`src/rtl/mod7_clr_pkg.sv`:
```
package mod7_clr_pkg;

  // Plain binary successor of a counter code, wrapping naturally.
  function automatic logic [7:0] next_code8(input logic [7:0] q, input int unsigned w);
    logic [7:0] mask;
    mask = 8'((9'd1 << w) - 9'd1);
    return (q + 8'd1) & mask;
  endfunction

  // True when every one of the low w bits is set.
  function automatic logic all_ones8(input logic [7:0] q, input int unsigned w);
    logic [7:0] mask;
    mask = 8'((9'd1 << w) - 9'd1);
    return (q & mask) == mask;
  endfunction

endpackage

```
`src/rtl/mod7_term_decode.sv`:
```
module mod7_term_decode #(
  parameter int WIDTH = 3
) (
  input  logic [WIDTH-1:0] q,
  input  logic             wrap8_sel,
  output logic             term_hit,
  output logic             clr_n
);

  // AND chain across the stages, one link per bit.
  logic [WIDTH-1:0] chain;

  assign chain[0] = q[0];
  genvar gi;
  generate
    for (gi = 1; gi < WIDTH; gi++) begin : g_chain
      assign chain[gi] = chain[gi-1] & q[gi];
    end
  endgenerate

  assign term_hit = chain[WIDTH-1];
  // Active-low clear, armed only when the strap is low.
  assign clr_n    = ~(term_hit & ~wrap8_sel);

endmodule

```
`src/rtl/mod7_count_core.sv`:
```
module mod7_count_core
  import mod7_clr_pkg::*;
#(
  parameter int WIDTH = 3
) (
  input  logic             clk,
  input  logic             rst_n,
  input  logic             cnt_en,
  input  logic             clr_n,
  output logic [WIDTH-1:0] q,
  output logic             step_clr,
  output logic             step_inc
);

  localparam int PADW = 8;

  logic [WIDTH-1:0] q_nxt;

  assign step_clr = cnt_en & ~clr_n;
  assign step_inc = cnt_en & clr_n;

  always_comb begin
    q_nxt = q;
    if (step_clr)
      q_nxt = '0;
    else if (step_inc)
      q_nxt = WIDTH'(next_code8(PADW'(q), WIDTH));
  end

  always_ff @(posedge clk) begin
    if (!rst_n) q <= '0;
    else        q <= q_nxt;
  end

  assert_reset_zero_R1: assert property (@(posedge clk) !rst_n |=> q == '0);

  assert_hold_R3: assert property (@(posedge clk) disable iff (!rst_n)
    !cnt_en |=> $stable(q));

  assert_increment_R2: assert property (@(posedge clk) disable iff (!rst_n)
    (step_inc && !all_ones8(PADW'(q), WIDTH)) |=> q == WIDTH'($past(q) + 1'b1));

  assert_clear_zero_R4: assert property (@(posedge clk) disable iff (!rst_n)
    step_clr |=> q == '0);

endmodule

```
`src/rtl/mod7_clr_counter.sv`:
```
module mod7_clr_counter #(
  parameter int WIDTH = 3
) (
  input  logic             clk,
  input  logic             rst_n,
  input  logic             cnt_en,
  input  logic             wrap8_sel,
  output logic [WIDTH-1:0] count,
  output logic             clr_flag
);

  logic term_hit;
  logic clr_n;
  logic step_clr;
  logic step_inc;

  mod7_term_decode #(.WIDTH(WIDTH)) u_decode (
    .q         (count),
    .wrap8_sel (wrap8_sel),
    .term_hit  (term_hit),
    .clr_n     (clr_n)
  );

  mod7_count_core #(.WIDTH(WIDTH)) u_core (
    .clk      (clk),
    .rst_n    (rst_n),
    .cnt_en   (cnt_en),
    .clr_n    (clr_n),
    .q        (count),
    .step_clr (step_clr),
    .step_inc (step_inc)
  );

  assign clr_flag = ~clr_n;

  // flag only on the all-ones code
  assert_flag_terminal_R5: assert property (@(posedge clk) disable iff (!rst_n)
    clr_flag |-> $countones(count) == WIDTH);

  // disarmed strap never flags
  assert_strap_quiet_R6: assert property (@(posedge clk) disable iff (!rst_n)
    wrap8_sel |-> !clr_flag);

  // reset beats the clear path
  assert_reset_priority_R8: assert property (@(posedge clk)
    (!rst_n && term_hit && cnt_en) |=> (count == '0 && !clr_flag));

  // the step into all-ones comes only from the code just below
  assert_enter_terminal_R7: assert property (@(posedge clk) disable iff (!rst_n)
    (step_inc && $countones(count) == WIDTH - 1 && !count[0]) |=> term_hit);

endmodule

```
`config.mk`:
```
export PLATFORM = sky130hd
export DESIGN_NAME = mod7_clr_counter
export DESIGN_NICKNAME = d
export VERILOG_FILES = /design/src/rtl/mod7_clr_pkg.sv /design/src/rtl/mod7_term_decode.sv /design/src/rtl/mod7_count_core.sv /design/src/rtl/mod7_clr_counter.sv
export SDC_FILE = /design/constraint.sdc
export NUM_CORES = 1
export LEC_CHECK = 0
export ABC_AREA = 1
export BUFFER_PORTS_ARGS = -buffer_cell sky130_fd_sc_hd__buf_2
export CELL_PAD_IN_SITES_DETAIL_PLACEMENT = 1
export CELL_PAD_IN_SITES_GLOBAL_PLACEMENT = 1
export CORE_AREA = 10 10 47 49
export CTS_CLUSTER_DIAMETER = 40
export DETAILED_ROUTE_END_ITERATION = 12
export DIE_AREA = 0 0 57 59
export PLACE_DENSITY_LB_ADDON = 0.1
export SETUP_SLACK_MARGIN = 0.5
export SLEW_MARGIN = 20
export SYNTH_ARGS = -nofsm -noshare
export SYNTH_HDL_FRONTEND = slang
export SYNTH_HIERARCHICAL = 1
export SYNTH_SLANG_ARGS = --single-unit
```
`constraint.sdc`:
```
create_clock -name clk -period 1.1 [get_ports clk]
set_input_delay 0.165 -clock clk [delete_from_list [all_inputs] [get_ports clk]]
set_output_delay 0.165 -clock clk [all_outputs]
set_load 0.01 [all_outputs]
```
# [After elaboration in Yosys (flattened, before gate mapping)]
# Cells that the tools add are included.
[word_totals] ff_bits=3 latch_bits=0 mem_bits_rw=0 rom_bits=0 in_bits=4 output_inout_bits=4 n_memories=0
[classes] add_sub_neg=1 n_mul=0 div_mod_pow=0 magnitude_cmp=0 eq_ne=0 n_shift=0 mux=0 bitwise=8 reduce_logical=1
[ops] operator="$and A1 B1 Y1" n=5
[ops] operator="$add A3 B1 Y3 const B" n=1
[ops] operator="$not A1 Y1" n=3
[ops] operator="$reduce_or A2 Y1" n=1

# [Depth between registers and ports, before layout]
# Gate-level depths: netlist (run 1).
[logic_depth] depth_word=5 depth_mapped=6 ltp_nobuf=6

# [By module]
# The synthesis (run 1) kept the hierarchy.
[by_module_without_submodules] mod="mod7_count_core" instances=1 cells_each=20 area_each_um2=148.9 seq_area_each_um2=60.1
[by_module_without_submodules] mod="mod7_term_decode" instances=1 cells_each=5 area_each_um2=21.3 seq_area_each_um2=0.0
[by_module_without_submodules] mod="mod7_clr_counter" instances=1 cells_each=1 area_each_um2=3.8 seq_area_each_um2=0.0

# [Least setup slack after synthesis (run 1)]
# OpenSTA, ideal clock, no wires.
[synth_path] path_kind="reg-to-reg" from="register u_core.q[0]" to="register u_core.q[2]" setup_ns=0.118 arrival_ns=0.959 t_required_ns=0.982 slack_ns=0.023 stages_incl_launch_ff=6 path_cell_list="dfxtp_1 -> nand4_1 -> nand3_1 -> nand2_1 -> nand2_1 -> nor2_1"
[synth_between] elab_chain_cells=5
[synth_rtl] element="from (decl)" line="mod7_count_core.sv:10" source="output logic [WIDTH-1:0] q,"
[synth_rtl] element="from (signal assigned)" line="mod7_count_core.sv:32" source="else q <= q_nxt;"
[synth_rtl] element="$and A1 B1 Y1 (2 in a row)" line="mod7_term_decode.sv:17" source="assign chain[gi] = chain[gi-1] & q[gi];"
[synth_rtl] element="$and A1 B1 Y1" line="mod7_term_decode.sv:23" source="assign clr_n = ~(term_hit & ~wrap8_sel);"
[synth_rtl] element="$not A1 Y1" line="mod7_term_decode.sv:23"
[synth_rtl] element="named net clr_n" line="mod7_clr_counter.sv:13" source="logic clr_n;"
[synth_rtl] element="$and A1 B1 Y1" line="mod7_count_core.sv:20" source="assign step_inc = cnt_en & clr_n;"
# The timed path passes the listed nets, and every way through them passes these cells.
# A chain may end at the register's enable or synchronous reset.

# [Worst setup path after layout (run 1)]
[layout_path] from="register u_core.q[2]" to="output count[2]"
[layout_rtl] element="to (decl)" line="mod7_clr_counter.sv:8" source="output logic [WIDTH-1:0] count,"
# No word-level cell between the ends.

==> run metrics, run 1 <==
total CTS buffers 3; Die Footprint 3360 um2; number of cells after detailed placement 44; number of diodes 0; Critical Path Max Stage Delay 310 ps; Reg2Reg Depth 4; worst skew pair latency 230 ps; required time of the critical path 940 ps; Setup Skew 0.670 ps; Leak Pwr 0.168 nW; hold_buf cts 0; share of layout cells above drive strength 1 0.564; final hold viol count 0; Mapped Nets 26; Initial Utilization 0.111; Final Non-Filler Cells 55; Largest regs u_core/q: 3 flops; Final GP Congestion 0.655; period utilization 0.947; register area 66.3 um2; Vias/cell 3.69; Syn Inst Count 21; status finished, final reports clean; Yosys warnings 6; Startpoint Class register; first-pass GRT wire length 1.10 mm; Pwr Density 1170 nW/um2; Multi-input gate area 100 um2; FF-to-FF setup slack 120 ps; max FFs per register 3; Worst VDD drop 0.443 mV; Max Buffers Root-to-Sink 2; crit path buf inv count 3; per-cell routed wire length 12.0 um; Worst Setup End Kind output pin; mapped cell area 155 um2; Final #Nets 45; RSZ-0062 raised after global routing yes; clk slew on worst S/H paths 30 ps; Worst path most repeated cell buf_6; final setup violation count 0; vias in the first global route 224; area delta synth->final 118%; FMAX 0.960 GHz; initial DRC count 3; min Tclk post-route 1040 ps; clk sinks 3; DRC errors left 0; Core Box Area 1400 um2; Overflow after GRT 0; CP Cell Sequence buf_4, buf_6, buf_6; row count 14; largest net degree at the start of global routing 7; CP Max Fanout 2; total track usage 0.0467; Setup Crit Path Kind reg2out; Post-DRT Antenna Nets 0; First-pass DRT Iterations 2; CP top delay family buffers and inverters; fin area 338 um2; H-tree level count 1; Reg with most FFs u_core/q; CP max stage cell dfxtp_2; DP Area 214 um2; WL final 659 um; max_cap viols 0; Vias 203; crit path DAT 880 ps; port bufs 7; Slew @ Worst Pin 142 ps; WP depth 3; die height 59 um; die width 57 um; Fillers 179; syn avg cell area 7.39 um2; clk root buf clkbuf_4; initial antenna violation count 0; Hold Path Class in2reg; max-slew violation count 0; Slew HR 0.905; I/O pin count 8; hold depth 3; TritonCTS clock tree built
[final timing paths]
| kind | from | end |
|---|---|---|
| worst max-delay path | u_core/q[2] | count[2] |
| worst min-delay path | rst_n | u_core/q[1] |
| worst max register to register | u_core/q[0] | u_core/q[1] |
| worst min register to register | u_core/q[1] | u_core/q[1] |
[cell type report]
class,count,share of cell area
inverters,4,0.0444
repair buffers,14,0.326
well taps,16,0.0593
flip-flops and latches,3,0.196
clock buffers,4,0.0778
multi-input cells,14,0.296
[per-stage QoR]
| step | TNS (ps) | hold slack [ps] | util | total power, mW | setup slack (ps) |
|---|---|---|---|---|---|
| 5_1_grt | -28.5 | 197 | 0.241 | 0.435 | -28.5 |
| 4_1_cts | 0 | 185 | 0.228 | 0.403 | 57.2 |
| 6_report | 0 | 204 | 0.241 | 0.396 | 57.9 |
| 3_5_place_dp | 0 | 433 | 0.153 | 0.173 | 64.5 |
| 2_1_floorplan | 0 | 294 | - | 0.150 | 177 |
| 3_3_place_gp | 0 | 427 | 0.153 | 0.175 | 66.5 |
[cells in the final DEF (no fill, tap or decap), drive strengths merged]
cell and n:
a21oi 1, buf 14, clkbuf 4, dfxtp 3, ha 1, inv 4, nand2 4, nand3 2
nand4 2, nor2 2, o21ai 1, xnor2 1
[layer usage]
metal	wire length, um	track usage	up-vias
met2	327	0.0729	7
met5	0	0	-
met1	263	0.0391	91
met4	0	0.0201	0
met3	67	0.0472	0
li1	-	-	105
[where the power goes]
group	internal (mW)	leakage (nW)	switching, mW
combinational	0.0469	0.127	0.0400
clock	0.136	0.0150	0.0515
sequential	0.118	0.0261	0.00416
total	0.301	0.168	0.0956
[worst register-to-register path: cells and delay by family, from the launching register on]
kind            cells  cell delay, ps
flops               1             330
fa+ha+maj           1             250
buf+inv             1             150
compound gates      1             110
simple gates        1              70
[timing repair]
| item | CTS | global route |
|---|---|---|
| buffers inserted | 5 | 2 |
| endpoints found under the setup margin | 7 | 7 |
| pin swaps | 2 | 0 |
| gates resized for setup | 7 | 1 |
(Power assumes the default switching activity.)
==> run 2, diff against run 1 <==
--- a/config.mk
+++ b/config.mk
@@ -14,7 +14,6 @@
 export DETAILED_ROUTE_END_ITERATION = 12
 export DIE_AREA = 0 0 57 59
 export PLACE_DENSITY_LB_ADDON = 0.1
-export SETUP_SLACK_MARGIN = 0.5
 export SLEW_MARGIN = 20
 export SYNTH_ARGS = -nofsm -noshare
 export SYNTH_HDL_FRONTEND = slang
==> run 2 against run 1 <==
Die area unchanged. Core utilization down 4.6 points. Register-to-register slack worse by 20 ps. Largest power group unchanged. Via count down 7.9%. Global-route usage down 1.1 points. Critical path type unchanged.
==> run metrics, run 2 (synthesis gave the netlist of run 1 again) <==
status finished, final reports clean; row count 14 (unchanged); CP max stage cell dfxtp_1; share of layout cells above drive strength 1 0.444 (-0.120); sw frac 0.231 (-0.0108); area delta synth->final 76.6%; Vias/cell 3.60 (-2.6%); worst skew pair latency 230 ps (about the same); Slew @ Worst Pin 154 ps (+12.2 ps); clk slew on worst S/H paths 40 ps (about the same); Slew HR 0.897 (-0.00782); final hold viol count 0 (unchanged); required time of the critical path 940 ps (about the same); initial antenna violation count 0 (unchanged); vias in the first global route 209 (-6.7%); Setup Skew 2.34 ps (+1.67 ps); Design Power 0.366 mW (-7.7%); initial DRC count 1 (-2); hold_buf cts 0 (unchanged); max-slew violation count 0 (unchanged); number of diodes 0 (unchanged); Vias 187 (-7.9%); TritonCTS clock tree built; most frequent cells in the layout buf_2 (6), inv_1 (4), buf_4 (4), nand2_1 (4), clkbuf_4 (3); post-placement setup slack 57.5 ps (-7.01 ps); Initial Utilization 0.111 (unchanged); per-cell routed wire length 10.0 um (-17%); share of power burned in registers 0.330 (+0.021); RSZ-0062 raised after global routing no; Critical Path Max Stage Delay 320 ps (about the same); total CTS buffers 3 (unchanged); I/O pin count 8 (unchanged); Max Buffers Root-to-Sink 2 (unchanged); period utilization 0.938 (-0.00978); first-pass GRT wire length 924 um (-16%); Overflow after GRT 0 (unchanged); CP top delay family flip-flops; First-pass DRT Iterations 2 (unchanged); port bufs 7 (unchanged); Gate power share 0.157 (-0.062); CP Cell Sequence nand4_1, inv_1, buf_6; Leak Pwr 0.149 nW (-11%); Setup Crit Path Kind reg2out; FF-to-FF setup slack 100 ps (-20 ps); Startpoint Class register; Largest regs u_core/q: 3 flops; setup ws final 68.6 ps (+10.8 ps); min Tclk post-route 1030 ps (-10.8 ps); total track usage 0.0358 (-0.0109); number of cells after detailed placement 47 (+6.8%); crit path buf inv count 2 (-1); commonest non-fill, non-tap cell in the layout buf_2; CP Max Fanout 2 (unchanged); Post-DRT Antenna Nets 0 (unchanged); Core Box Area 1400 um2 (unchanged); Die Footprint 3360 um2 (unchanged); clk sinks 3 (unchanged); DRC errors left 0 (unchanged); Worst VDD drop 0.453 mV (+2.2%); Worst Setup End Kind output pin; Final GP Congestion 0.705 (+7.6%); Pwr Density 1330 nW/um2 (+14%); Internal Power 0.281 mW (-6.4%); Setup TNS 0 ps (unchanged); max_cap viols 0 (unchanged); die height 59 um (unchanged); die width 57 um (unchanged); crit path DAT 870 ps (about the same); Hold Path Class in2reg; clock network fraction of total power 0.512 (+0.040); WL final 520 um (-21%); Reg with most FFs u_core/q; Final Non-Filler Cells 52 (-5.5%); P_sw 0.0843 mW (-12%); final setup violation count 0 (unchanged); Final #Nets 42 (-6.7%); clk root buf clkbuf_4; H-tree level count 1 (unchanged); largest net degree at the start of global routing 7 (unchanged); max FFs per register 3 (unchanged); FMAX 0.970 GHz (+1.0%)
## run 2: changes by cell type in the layout (fill, tap and decap cells not counted), sizes merged
| cell | previous run | this run |
|---|---|---|
| buf | 14 | 11 |
## run 2: per-layer routing
layer / GRT usage / wire, um / up-vias
li1: - / - / 97
met1: 0.0366 / 221 / 87
met2: 0.0574 / 278 / 3
met3: 0.0258 / 20 / 0
met4: 0.0101 / 0 / 0
met5: 0 / 0 / -
## run 2: final cells by class
class	count	area, um2
fillers	191	1130
multi-input cells	14	80.1
repair buffers	11	71.3
flip-flops and latches	3	61.3
clock buffers	4	26.3
well taps	16	20.0
inverters	4	15.0
## run 2: through the flow
step                area (um2)  hold slack, ps   util
floorplan                  155             302      -
global placement           233             444  0.166
detailed placement         233             445  0.166
CTS                        267             202  0.190
global route               274             211  0.196
finish                     274             202  0.196
## run 2: tightest hold or removal path, cell delays in order
cell and delay [ps]:
buf_2 100, o21ai_2 70, nor2_1 50
## run 2: final timing paths
check / startpoint / endpoint / cells past startpoint
max: u_core/q[0] / clr_flag / 3
min: rst_n / u_core/q[2] / 3
max reg2reg: u_core/q[0] / u_core/q[2] / 6
min reg2reg: u_core/q[1] / u_core/q[1] / 3
## run 2: timing repair
action | 4_1_cts | 5_1_grt
pin swaps | 1 | 1
gates resized for setup | 0 | 2
buffers inserted | 1 | 0
endpoints found under the setup margin | 1 | 1
## run 2: power by group through the flow
stage / clock, mW / sequential [mW] / combinational [mW]
after floorplan: 0 / 0.129 / 0.0191
after global routing: 0.211 / 0.122 / 0.0655
after detailed placement: 0 / 0.122 / 0.0593
final: 0.187 / 0.121 / 0.0576
after global placement: 0 / 0.122 / 0.0583
after CTS: 0.200 / 0.121 / 0.0596
